`config.mk`:
```
export PLATFORM = sky130hd
export DESIGN_NAME = spi_byte_master
export DESIGN_NICKNAME = d
export VERILOG_FILES = /design/src/rtl/spi_byte_pkg.sv /design/src/rtl/spi_byte_clkdiv.sv /design/src/rtl/spi_byte_shifter.sv /design/src/rtl/spi_byte_master.sv
export SDC_FILE = /design/constraint.sdc
export NUM_CORES = 1
export LEC_CHECK = 0
export ABC_AREA = 1
export CORE_MARGIN = 4
export CORE_UTILIZATION = 40
export CTS_BUF_LIST = sky130_fd_sc_hd__clkbuf_16
export DETAILED_ROUTE_END_ITERATION = 6
export GPL_TIMING_DRIVEN = 1
export PLACE_DENSITY_LB_ADDON = 0.3
export SLEW_MARGIN = 20
export SYNTH_ARGS = -nofsm -noshare
export SYNTH_HDL_FRONTEND = slang
export SYNTH_SLANG_ARGS = --single-unit
export TNS_END_PERCENT = 30
```
`constraint.sdc`:
```
create_clock -name clk -period 3.5 [get_ports clk]
set_input_delay 0.35 -clock clk [delete_from_list [all_inputs] [get_ports clk]]
set_output_delay 0.35 -clock clk [all_outputs]
set_load 0.01 [all_outputs]
```
`src/rtl/spi_byte_pkg.sv`:
```
package spi_byte_pkg;
  localparam int unsigned BYTE_W = 8;
  localparam int unsigned MODE_W = 5;

  // register byte offsets
  localparam int unsigned OFS_MODE = 0;
  localparam int unsigned OFS_RXD  = 1;
  localparam int unsigned OFS_TXD  = 2;
  localparam int unsigned OFS_CTRL = 3;
  localparam int unsigned OFS_STAT = 4;
  localparam int unsigned OFS_DIV  = 6;

  // mode field positions (value bit numbering, LSB = 0)
  localparam int unsigned MB_LOOP = 0;
  localparam int unsigned MB_CPOL = 1;
  localparam int unsigned MB_LSBF = 2;
  localparam int unsigned MB_EN   = 3;
  localparam int unsigned MB_LEAD = 4;

  // status and control positions
  localparam int unsigned SB_READY = 0;
  localparam int unsigned SB_BUSY  = 1;
  localparam int unsigned CB_GO    = 0;

  // byte lane carrying the k-th serial bit
  function automatic logic [2:0] lane_of(input logic lsb_first, input logic [2:0] k);
    return lsb_first ? k : (3'd7 - k);
  endfunction

  // bus cycles between SCK transitions: 2*(div+1)
  function automatic logic [9:0] half_len(input logic [7:0] div);
    return {1'b0, div, 1'b0} + 10'd2;
  endfunction
endpackage

```
`src/rtl/spi_byte_clkdiv.sv`:
```
module spi_byte_clkdiv
  import spi_byte_pkg::*;
#(
  parameter int unsigned DIV_W = 8
) (
  input  logic             clk,
  input  logic             rst_n,
  input  logic             run,
  input  logic [DIV_W-1:0] div,
  output logic             tick
);
  localparam int unsigned CNT_W = DIV_W + 2;

  logic [CNT_W-1:0] cnt_q;
  logic [CNT_W-1:0] limit;

  assign limit = CNT_W'(half_len(8'(div))) - CNT_W'(1);
  assign tick  = run && (cnt_q == limit);

  always_ff @(posedge clk or negedge rst_n) begin
    if (!rst_n)             cnt_q <= '0;
    else if (!run || tick)  cnt_q <= '0;
    else                    cnt_q <= cnt_q + CNT_W'(1);
  end
endmodule

```
`src/rtl/spi_byte_shifter.sv`:
```
module spi_byte_shifter
  import spi_byte_pkg::*;
#(
  parameter int unsigned W = BYTE_W
) (
  input  logic         clk,
  input  logic         rst_n,
  input  logic         start,
  input  logic         tick,
  input  logic [W-1:0] tx_byte,
  input  logic         lead_sample,
  input  logic         lsb_first,
  input  logic         loopback,
  input  logic         miso,
  output logic         active,
  output logic         shifting,
  output logic         done,
  output logic         sck_phase,
  output logic         mosi,
  output logic [W-1:0] rx_byte
);
  localparam int unsigned EDGES  = 2 * W;
  localparam int unsigned EDGE_W = $clog2(EDGES) + 1;

  logic [EDGE_W-1:0] edge_q;
  logic              run_q, drain_q, phase_q, mosi_q;
  logic [W-1:0]      txbuf_q, rxsh_q;

  logic              sample_now, last_edge, launch_past_end;
  logic [EDGE_W-1:0] launch_k;
  logic [2:0]        sample_lane, launch_lane;
  logic              serial_in;

  assign serial_in       = loopback ? mosi_q : miso;
  assign sample_now      = edge_q[0] ^ lead_sample;
  assign last_edge       = (edge_q == EDGE_W'(EDGES - 1));
  assign launch_k        = (edge_q + EDGE_W'(1)) >> 1;
  assign launch_past_end = (launch_k >= EDGE_W'(W));
  assign sample_lane     = lane_of(lsb_first, 3'(edge_q >> 1));
  assign launch_lane     = lane_of(lsb_first, 3'(launch_k));

  always_ff @(posedge clk or negedge rst_n) begin
    if (!rst_n) begin
      edge_q  <= '0;
      run_q   <= 1'b0;
      drain_q <= 1'b0;
      phase_q <= 1'b0;
      mosi_q  <= 1'b0;
      txbuf_q <= '0;
      rxsh_q  <= '0;
    end else if (start) begin
      run_q   <= 1'b1;
      drain_q <= 1'b0;
      edge_q  <= '0;
      phase_q <= 1'b0;
      txbuf_q <= tx_byte;
      if (lead_sample) mosi_q <= tx_byte[lane_of(lsb_first, 3'd0)];
    end else if (run_q && tick) begin
      phase_q <= ~phase_q;
      edge_q  <= edge_q + EDGE_W'(1);
      if (sample_now)            rxsh_q[sample_lane] <= serial_in;
      else if (!launch_past_end) mosi_q <= txbuf_q[launch_lane];
      if (last_edge) begin
        run_q   <= 1'b0;
        drain_q <= 1'b1;
      end
    end else begin
      drain_q <= 1'b0;
    end
  end

  assign active    = run_q | drain_q;
  assign shifting  = run_q;
  assign done      = drain_q;
  assign sck_phase = phase_q;
  assign mosi      = mosi_q;
  assign rx_byte   = rxsh_q;
endmodule

```
`src/rtl/spi_byte_master.sv`:
```
module spi_byte_master
  import spi_byte_pkg::*;
#(
  parameter int unsigned ADDR_W = 3,
  parameter int unsigned DIV_W  = 8
) (
  input  logic              clk,
  input  logic              rst_n,
  input  logic              reg_wr,
  input  logic              reg_rd,
  input  logic [ADDR_W-1:0] reg_addr,
  input  logic [7:0]        reg_wdata,
  output logic [7:0]        reg_rdata,
  output logic              irq,
  output logic              sck,
  output logic              mosi,
  input  logic              miso
);
  logic [MODE_W-1:0] mode_q;
  logic [BYTE_W-1:0] txd_q, rxd_q;
  logic [DIV_W-1:0]  div_q;
  logic              ready_q;

  logic              busy, shifting, done, tick, sck_phase;
  logic [BYTE_W-1:0] rx_shift;
  logic              wr_mode, wr_txd, wr_div, go_req, start_ok, rx_read;

  assign wr_mode  = reg_wr && (reg_addr == ADDR_W'(OFS_MODE));
  assign wr_txd   = reg_wr && (reg_addr == ADDR_W'(OFS_TXD));
  assign wr_div   = reg_wr && (reg_addr == ADDR_W'(OFS_DIV));
  assign go_req   = reg_wr && (reg_addr == ADDR_W'(OFS_CTRL)) && reg_wdata[CB_GO];
  assign start_ok = go_req && mode_q[MB_EN] && !busy;
  assign rx_read  = reg_rd && (reg_addr == ADDR_W'(OFS_RXD));

  always_ff @(posedge clk or negedge rst_n) begin
    if (!rst_n) begin
      mode_q  <= '0;
      txd_q   <= '0;
      div_q   <= '0;
      rxd_q   <= '0;
      ready_q <= 1'b0;
    end else begin
      if (wr_mode) mode_q <= reg_wdata[MODE_W-1:0];
      if (wr_txd)  txd_q  <= reg_wdata;
      if (wr_div)  div_q  <= reg_wdata[DIV_W-1:0];
      if (done) begin
        rxd_q   <= rx_shift;
        ready_q <= 1'b1;
      end else if (rx_read) begin
        ready_q <= 1'b0;
      end
    end
  end

  spi_byte_clkdiv #(.DIV_W(DIV_W)) u_div (
    .clk  (clk),
    .rst_n(rst_n),
    .run  (shifting),
    .div  (div_q),
    .tick (tick)
  );

  spi_byte_shifter #(.W(BYTE_W)) u_shift (
    .clk        (clk),
    .rst_n      (rst_n),
    .start      (start_ok),
    .tick       (tick),
    .tx_byte    (txd_q),
    .lead_sample(mode_q[MB_LEAD]),
    .lsb_first  (mode_q[MB_LSBF]),
    .loopback   (mode_q[MB_LOOP]),
    .miso       (miso),
    .active     (busy),
    .shifting   (shifting),
    .done       (done),
    .sck_phase  (sck_phase),
    .mosi       (mosi),
    .rx_byte    (rx_shift)
  );

  always_comb begin
    reg_rdata = 8'h00;
    case (reg_addr)
      ADDR_W'(OFS_MODE): reg_rdata = 8'(mode_q);
      ADDR_W'(OFS_RXD):  reg_rdata = rxd_q;
      ADDR_W'(OFS_TXD):  reg_rdata = txd_q;
      ADDR_W'(OFS_STAT): begin
        reg_rdata[SB_BUSY]  = busy;
        reg_rdata[SB_READY] = ready_q;
      end
      ADDR_W'(OFS_DIV):  reg_rdata = 8'(div_q);
      default:           reg_rdata = 8'h00;
    endcase
  end

  assign irq = ready_q;
  assign sck = mode_q[MB_CPOL] ^ sck_phase;
endmodule

```
**Word level (Yosys, flattened, before mapping)**

Index checks and enable logic that the tools add are counted.

- Word-level logic and storage cells: 92
- Memory bits (read-only): 0
- Input bits: 16
- Bits in latches: 0
- Bits in registers: 65
- Memories kept: 0
- Output and inout port bits: 11
- RAM bits: 0

- Reductions and logical operators: 21
- $lt $le $gt $ge: 5
- Add/sub/neg operators: 6
- Bitwise operators: 5
- Equality and inequality tests: 11
- $mul: 0
- Shifts and indexed selects: 0
- Mux-type cells: 31
- Divide/modulo/power cells: 0

Operators by type and width:

| kind | count |
|---|---|
| case mux 6 bit (4 select lines) | 1 |
| two-way mux 1 bit | 19 |
| < comparator 3 x 4 -> 1 bit, second input constant | 3 |
| logical AND 1 bit | 11 |
| adder 10 x 1 -> 10 bit, second input constant | 1 |
| adder 9 x 2 -> 10 bit, second input constant | 1 |
| equality test 10 bit | 1 |
| two-way mux 10 bit | 1 |
| two-way mux 5 bit | 2 |
| case mux 2 bit (5 select lines) | 1 |
| subtractor 10 x 1 -> 10 bit, second input constant | 1 |
| two-way mux 3 bit | 3 |
| bitwise mux 8 bit | 1 |
| binary-select mux 1 bit (select 3 bit) | 2 |
| equality test 3 x 2 -> 1 bit, second input constant | 2 |
| equality test 3 bit, second input constant | 2 |
| != test 2 bit, second input constant | 3 |
| nonzero test 2 bit | 3 |
| subtractor 3 bit, first input constant | 2 |
| adder 5 x 1 -> 5 bit, second input constant | 1 |
| equality test 5 x 4 -> 1 bit, second input constant | 1 |
| greater-or-equal comparator 4 bit, second input constant | 1 |
| AND reduction 4 bit | 1 |
| demux 1 bit (select 3 bit) | 1 |
| other kinds (11) | 14 |

**Logic depth before layout (Yosys ltp)**

Gate-level depths: netlist of the first run.

- Word-level depth: 9
- Depth in mapped cells: 14
- Gate-level depth less buffers: 14

**By module**

Synthesis of the first run repeated with hierarchy kept, for this count alone.

- Cell total of the unflattened synthesis: 462
- Area, all modules: 3519.6 µm²

Modules (own cells, without submodules):

| module | area each (µm²) | sequential area each (µm²) | cells each | times used |
|---|---|---|---|---|
| spi_byte_master | 1530.2 | 750.7 | 205 | 1 |
| spi_byte_shifter | 1335.0 | 625.6 | 164 | 1 |
| spi_byte_clkdiv | 654.4 | 250.2 | 93 | 1 |

**Least setup slack after synthesis of the first run**

Ideal clock, no wire load.

- Kind: reg-to-reg
- From: register u_shift.edge_q[0]
- To: register u_shift.mosi_q (netlist: u_shift.mosi)
- Required time: 3.384 ns
- Path buffers: 0
- Library setup time: 0.116 ns
- Period minus slack after synthesis: 1.642 ns
- Data arrival time: 1.526 ns
- Cell stages (with the launch flop): 10
- Setup slack: 1.858 ns
- Cells stage by stage: dfrtp_1 > ha_1 > inv_1 > nor2_1 > ha_1 > inv_1 > o21a_1 > nand3b_1 > nand2_1 > nand2_1

- Longest elaborated chain between the ends: 9
- Elaborated cells between the ends (all ways): 14
- Those cells by class: add/sub (2); order compare (1); eq/ne (2); mux (7); bitwise (1); reduce/logical (1)

Ends and longest elaborated chain:

| element | line | source |
|---|---|---|
| start, declared | spi_byte_shifter.sv:25 | `logic [EDGE_W-1:0] edge_q;` |
| start signal, assigned | spi_byte_shifter.sv:60 | `edge_q <= edge_q + EDGE_W'(1);` |
| adder 5 x 1 -> 5 bit | spi_byte_shifter.sv:37 | `assign launch_k = (edge_q + EDGE_W'(1)) >> 1;` |
| subtractor 3 bit | spi_byte_pkg.sv:27 | `return lsb_first ? k : (3'd7 - k);` |
| two-way mux 3 bit | spi_byte_pkg.sv:27 |  |
| binary-select mux 1 bit (select 3 bit) | spi_byte_shifter.sv:62 | `else if (!launch_past_end) mosi_q <= txbuf_q[launch_lane];` |
| two-way mux 1 bit (not written as such) | spi_byte_shifter.sv:62 |  |
| two-way mux 1 bit | spi_byte_shifter.sv:62 |  |
| two-way mux 1 bit | spi_byte_shifter.sv:61 | `if (sample_now) rxsh_q[sample_lane] <= serial_in;` |
| two-way mux 1 bit | spi_byte_shifter.sv:58 | `end else if (run_q && tick) begin` |
| two-way mux 1 bit | spi_byte_shifter.sv:51 | `end else if (start) begin` |
| end signal, assigned | spi_byte_shifter.sv:57 | `if (lead_sample) mosi_q <= tx_byte[lane_of(lsb_first, 3'd0)];` |
| end signal, assigned | spi_byte_shifter.sv:62 |  |
| end, declared | spi_byte_shifter.sv:26 | `logic run_q, drain_q, phase_q, mosi_q;` |

Several ways; a longest one is shown, not always the timed one. The select of a mux whose other input is x is not followed.
A chain may end at the register's enable or synchronous reset.

**Final worst setup path of the first run**

- From: input port reg_addr[0]
- To: output port reg_rdata[1]

- Longest elaborated chain between the ends: 2
- Elaborated cells between the ends (all ways): 6
- Those cells by class: eq/ne (4); mux (1); reduce/logical (1)

Ends and longest elaborated chain:

| element | line | source |
|---|---|---|
| start, declared | spi_byte_master.sv:11 | `input logic [ADDR_W-1:0] reg_addr,` |
| equality test 3 bit, or another cell as far along | spi_byte_master.sv:83 | `case (reg_addr)` |
| case mux 2 bit (5 select lines) (*) | spi_byte_master.sv:83 |  |
| end, declared | spi_byte_master.sv:13 | `output logic [7:0] reg_rdata,` |

Every way passes the cells marked *; elsewhere a longest branch is shown, timed or not.

==> flow_summary.toml, run 1 <==
[run_status]
status = "completed"

[global_route]
grt_pass1_vias = 2757
grt-busiest-layer = "met2"
use_met2 = 0.285
grt_max_degree = 35
track_usage = 0.181
grt_pass1_wl_um = 13900
antenna_found_initial = 0
grtUsageMet1 = 0.249
use_met3 = 0.0347
overflow = 0

[finish]
multi_input_area_mm2 = 0.00152
fin_util = 0.500
area_growth_pct = 20.9
layout.cells.non_filler = 593
drive_gt1_frac = 0.0635
nets = 502
fill_cells = 809
regArea_mm2 = 0.00163
antenna_cells = 0

[timing]
hold_viol_final = 0
tightestPinTransition_ns = 0.772
relSlewSlack = 0.485
rsz0062_at_grt = "no"
finalCritPeriodShare = 0.815
setup_violations = 0
post-route-min-period_ns = 2.85
final.setup_skew_ns = 0.00820
slew_viol_final = 0
whs_ns = 0.0880
fin_setup_tns_ns = 0
fmax_ghz = 0.351

[route]
wl_um = 8620
wl_per_cell_um = 14.5
drtAntennaViolNets = 0
drt-pass1-iter-count = 5
dr.first_iter.drc_count = 225
post-route-drc-count = 0
vias = 3010
routed_via_density = 5.08

[job]
drv_cap = 0

[critical_path]
critPathMaxFanout = 6
start_kind = "input port"
crit_slowest_cell = "clkdlybuf4s50_1"
cpPeakStageDelay_ns = 0.67
critical_path_class = "input port to output port"
crit_chain = "clkdlybuf4s50_1 > inv_1 > nand2_1 > inv_1 > nand2_1 > o21ai_0 > a221oi_1 > o21ai_0 > clkdlybuf4s50_1"
required_ns = 3.15
arrival_ns = 2.50
path_buf_inv = 4
critPathTopFamily = "buffers and inverters"
cp-end-kind = "output port"

[power_and_ir_drop]
ir_worst_vdd_mv = 0.334
power_leakage_nw = 2.03
total_power_mw = 2.94
powerDensity_mw_per_mm2 = 711

[synthesis]
ys_ff_latch = 65
synth_cell_types = 35
synth_area_mm2 = 0.00342
syn-num-nets = 469
ys_warn_count = 0
synth_flop_cell = "dfrtp_1"
async_flop_share = 1.00
synth_cells = 450
ys_seq_area_frac = 0.476
syn-mean-instance-area_um2 = 7.59
synth_enable_flop_cells = 0

[floorplanning]
dieArea_mm2 = 0.0101
io_pins = 27
fp.dieW_um = 100
core_area_mm2 = 0.00826
rows = 33
initial_core_util = 0.414
die_y_um = 100

[cts]
cts-root-buf = "clkbuf_16"
clkSlewWorstSetupHoldPaths_ns = 0.06
insertion_delay_ns = 0.33
numCtsBuffers = 9
clockBufferDepth = 2
cts_setup_buffers = 0
cts-htree-levels = 3
cts_resized = 0
clock-sinks = 65
cts_hold_buf = 0
cts_tree = "done"

[place]
port_buffers = 26
place_hpwl_um = 6540
dp.cells = 577
place.gp.congestion = 0.936

[min_path]
min_path_type = "input port to asynchronous set/reset pin"
==> placed cells by master (no fill, tap or decap), drive strengths merged, types with 4 or more instances in the layout <==
| master | instances |
|---|---|
| dfrtp | 65 |
| clkdlybuf4s50 | 25 |
| nor2 | 35 |
| o21ai | 37 |
| a21oi | 4 |
| inv | 67 |
| nor3 | 7 |
| clkbuf | 9 |
| nand3 | 28 |
| nand2 | 166 |
| o221ai | 5 |
| xor2 | 6 |
==> final timing paths <==
kind	slack, ns	cells after the start	start	to
min	0.09	1	rst_n	u_div.cnt_q[6]
max	0.65	9	reg_addr[0]	reg_rdata[1]
min in group clk	0.48	2	u_shift.txbuf_q[0]	u_shift.txbuf_q[0]
min reg2reg	0.48	2	u_shift.txbuf_q[0]	u_shift.txbuf_q[0]
max reg2reg	1.69	9	u_shift.edge_q[0]	u_shift.mosi
max in group asynchronous	2.52	2	rst_n	u_shift.sck_phase
==> area by class of cell <==
type	instances	share of cell area
timing repair buffer	27	0.0636
clock inverter	7	0.0303
inverter	64	0.0582
multi-input combinational	316	0.368
sequential	65	0.394
clock buffer	9	0.0545
tap	105	0.0318
==> state kept, by name (all words and copies together) (netlist names), 5 cells and up <==
signal           cells
u_shift.edge_q       5
div_q                8
u_div.cnt_q         10
rxd_q                8
u_shift.rx_byte      8
txd_q                8
u_shift.txbuf_q      8
mode_q               5
==> synth_stat cells (3+ instances only) <==
master    instances  area share
dfrtp_1          65        0.48
o22ai_1           3      0.0055
o21ai_0          37       0.054
a21oi_1           4      0.0059
inv_2             3      0.0033
nand4_1           3      0.0055
xor2_1            5       0.013
nor3_1            5      0.0073
o211ai_1          3      0.0066
a22oi_1           3      0.0066
inv_1            61       0.067
nand3_1          27       0.040
o221ai_1          5       0.013
ha_1              3       0.011
nand2_1         166        0.18
nor2_1           32       0.035
==> routing by layer <==
metal | vias up | wire [um]
met3 | 9 | 518
li1 | 1503 | -
met2 | 85 | 4120
met1 | 1413 | 3870
met4 | 0 | 109
met5 | - | 0
==> kinds of logic (layout without fill, tap and decap cells) <==
family / Yosys count / after routing / synth area share
compound gates: 59 / 59 / 0.101
xor+xnor: 9 / 9 / 0.0275
fa+ha+maj: 3 / 3 / 0.0110
buf+inv: 69 / 107 / 0.0795
flops: 65 / 65 / 0.476
mux: 1 / 1 / 0.00330
simple gates: 244 / 244 / 0.302
==> through the flow <==
step	cell area [um2]	setup WS (ns)
2_1_floorplan	3420	1.86
5_1_grt	4130	0.510
4_1_cts	4130	0.715
3_3_place_gp	3780	0.820
6_report	4130	0.647
3_5_place_dp	3780	0.727
==> where the power goes <==
| part | internal (mW) | switching (mW) |
|---|---|---|
| Sequential | 0.902 | 0.171 |
| Clock | 0.704 | 0.348 |
| Combinational | 0.307 | 0.506 |
| Total | 1.91 | 1.02 |
(Power assumes the default switching activity.)
==> run 2, diff against run 1 <==
Clock period 3.5 ns to 2.35 ns, I/O delays scaled along.
==> run 2 against run 1 <==
Cell count increased by 2.2%. Via count increased by 0.86%. Count of clock-buffer cells in the layout unchanged. Register-to-register slack got worse by 1.1 ns. Clock power increased by 26%. Critical path depth decreased by 1. Highest routed layer unchanged. Worst setup slack got worse by 0.62 ns. Core utilization increased by 0.70 points. Final area increased by 1.4%.
==> flow_summary.toml, run 2 (synthesized netlist as in run 1, its figures left out) <==
[critical_path]
reg2reg_to = "u_shift.mosi"
reg2reg_slack_ns = 0.55
required_ns = 2.12
critical_path_class = "input port to output port"
cp-end-kind = "output port"
r2r_start = "u_shift.edge_q[0]"
start_kind = "input port"
critPathMaxFanout = 5
r2r.worst_path.cells = 9
arrival_ns = 2.09

[timing]
finalCritPeriodShare = 0.987
post-route-min-period_ns = 2.32
setup_violations = 0
hold_viol_final = 0
rsz0062_at_grt = "yes"
final.setup_skew_ns = 0.00698
relSlewSlack = 0.434
fmax_ghz = 0.431
fin_ws_ns = 0.0299
tightestPinTransition_ns = 0.849
slew_viol_final = 0
fin_setup_tns_ns = 0

[cts]
insertion_delay_ns = 0.33
clock-sinks = 65
clockBufferDepth = 2
clkSlewWorstSetupHoldPaths_ns = 0.06
cts-root-buf = "clkbuf_16"
cts_tree = "done"
numCtsBuffers = 9
cts-htree-levels = 3

[route]
dr.first_iter.drc_count = 212
wl_um = 8590
wl_per_cell_um = 14.2
post-route-drc-count = 0
vias = 3036
drtAntennaViolNets = 0
routed_via_density = 5.01
drt-pass1-iter-count = 4

[min_path]
min_path_type = "input port to asynchronous set/reset pin"

[floorplanning]
die_y_um = 100
dieArea_mm2 = 0.0101
core_area_mm2 = 0.00826
initial_core_util = 0.414
io_pins = 27
fp.dieW_um = 100
rows = 33

[finish]
nets = 515
antenna_cells = 0
largest_reg_flops = 10
mostFrequentLayoutCells = "nand2_1 (166), dfrtp_1 (65), inv_1 (61)"
area_growth_pct = 22.6
largest-register = "u_div.cnt_q"
layout_commonest_cell = "nand2_1"
fin_util = 0.507
drive_gt1_frac = 0.0858
fill_cells = 809

[place]
place.gp.congestion = 0.931
port_buffers = 26
place_hpwl_um = 6440
dp_slack_ns = -0.00704

[global_route]
antenna_found_initial = 0
track_usage = 0.185
grt_max_degree = 66
grt_pass1_wl_um = 14400
grt_pass1_vias = 2910
overflow = 0

[power_and_ir_drop]
power_leakage_nw = 2.19
ir_worst_vdd_mv = 0.413
total_power_mw = 4.14
powerDensity_mw_per_mm2 = 990

[run_status]
status = "completed"

[job]
drv_cap = 0
-- run 2: cell types whose count changed in the layout (fill, tap and decap cells not counted), moves of 2 or more --
cell	change
buf_4	+13
bufinv_16	-2
clkdlybuf4s50_1	-9
clkinv_2	+2
dlygate4sd2_1	+2
dlymetal6s2s_1	+7
inv_6	-2
-- run 2: what timing repair did --
action | CTS | global route
endpoints found under the setup margin | 2 | 8
hold buffers | 0 | 0
resized for setup | 2 | 7
buffers inserted | 0 | 1
pin swaps | 1 | 1
-- run 2: power by group --
part	total [mW]	switching (mW)	leakage (nW)	internal, mW
Sequential	1.59	0.246	0.807	1.34
Clock	1.32	0.505	0.147	0.820
Combinational	1.23	0.752	1.24	0.477
-- run 2: stage by stage --
stage	area [um2]	hold slack, ns	std cells
finish	4190	0.0851	606
global route	4190	0.170	606
CTS	4160	0.131	605
detailed placement	3870	0.466	589
global placement	3870	0.466	589
floorplan	3420	-0.0606	450
-- run 2: routing by layer --
layer,up-vias,share of wire,GRT usage
li1,1523,-,-
met1,1420,0.46,0.243
met2,73,0.47,0.291
met3,20,0.046,0.0445
met4,0,0.028,0.0808
met5,-,0,0
-- run 2: area by class of cell --
class / count / area (um2) / area share
timing repair buffer: 40 / 375 / 0.0897
clock inverter: 7 / 70.1 / 0.0167
inverter: 64 / 240 / 0.0574
tap: 105 / 131 / 0.0314
multi-input combinational: 316 / 1520 / 0.363
sequential: 65 / 1630 / 0.389
clock buffer: 9 / 225 / 0.0538
-- run 2: worst max path at each step --
stage                      startpoint           end  slack, ns  cells past startpoint
detailed placement        reg_addr[0]  reg_rdata[1]     -0.007                      9
finish                    reg_addr[1]  reg_rdata[0]       0.03                      8
global placement          reg_addr[1]  reg_rdata[1]       0.05                      8
floorplan           u_shift.edge_q[0]  u_shift.mosi       0.71                      9
global route              reg_addr[1]  reg_rdata[0]       -0.1                      8
CTS                       reg_addr[1]  reg_rdata[1]      0.008                      8
-- run 2: worst max-delay path, stage by stage --
cell             delay, ns
clkdlybuf4s50_1       0.54
inv_1                 0.11
nor3_4                0.22
inv_1                 0.12
o22ai_1               0.14
inv_1                 0.07
nand4_1               0.10
clkdlybuf4s50_1       0.55
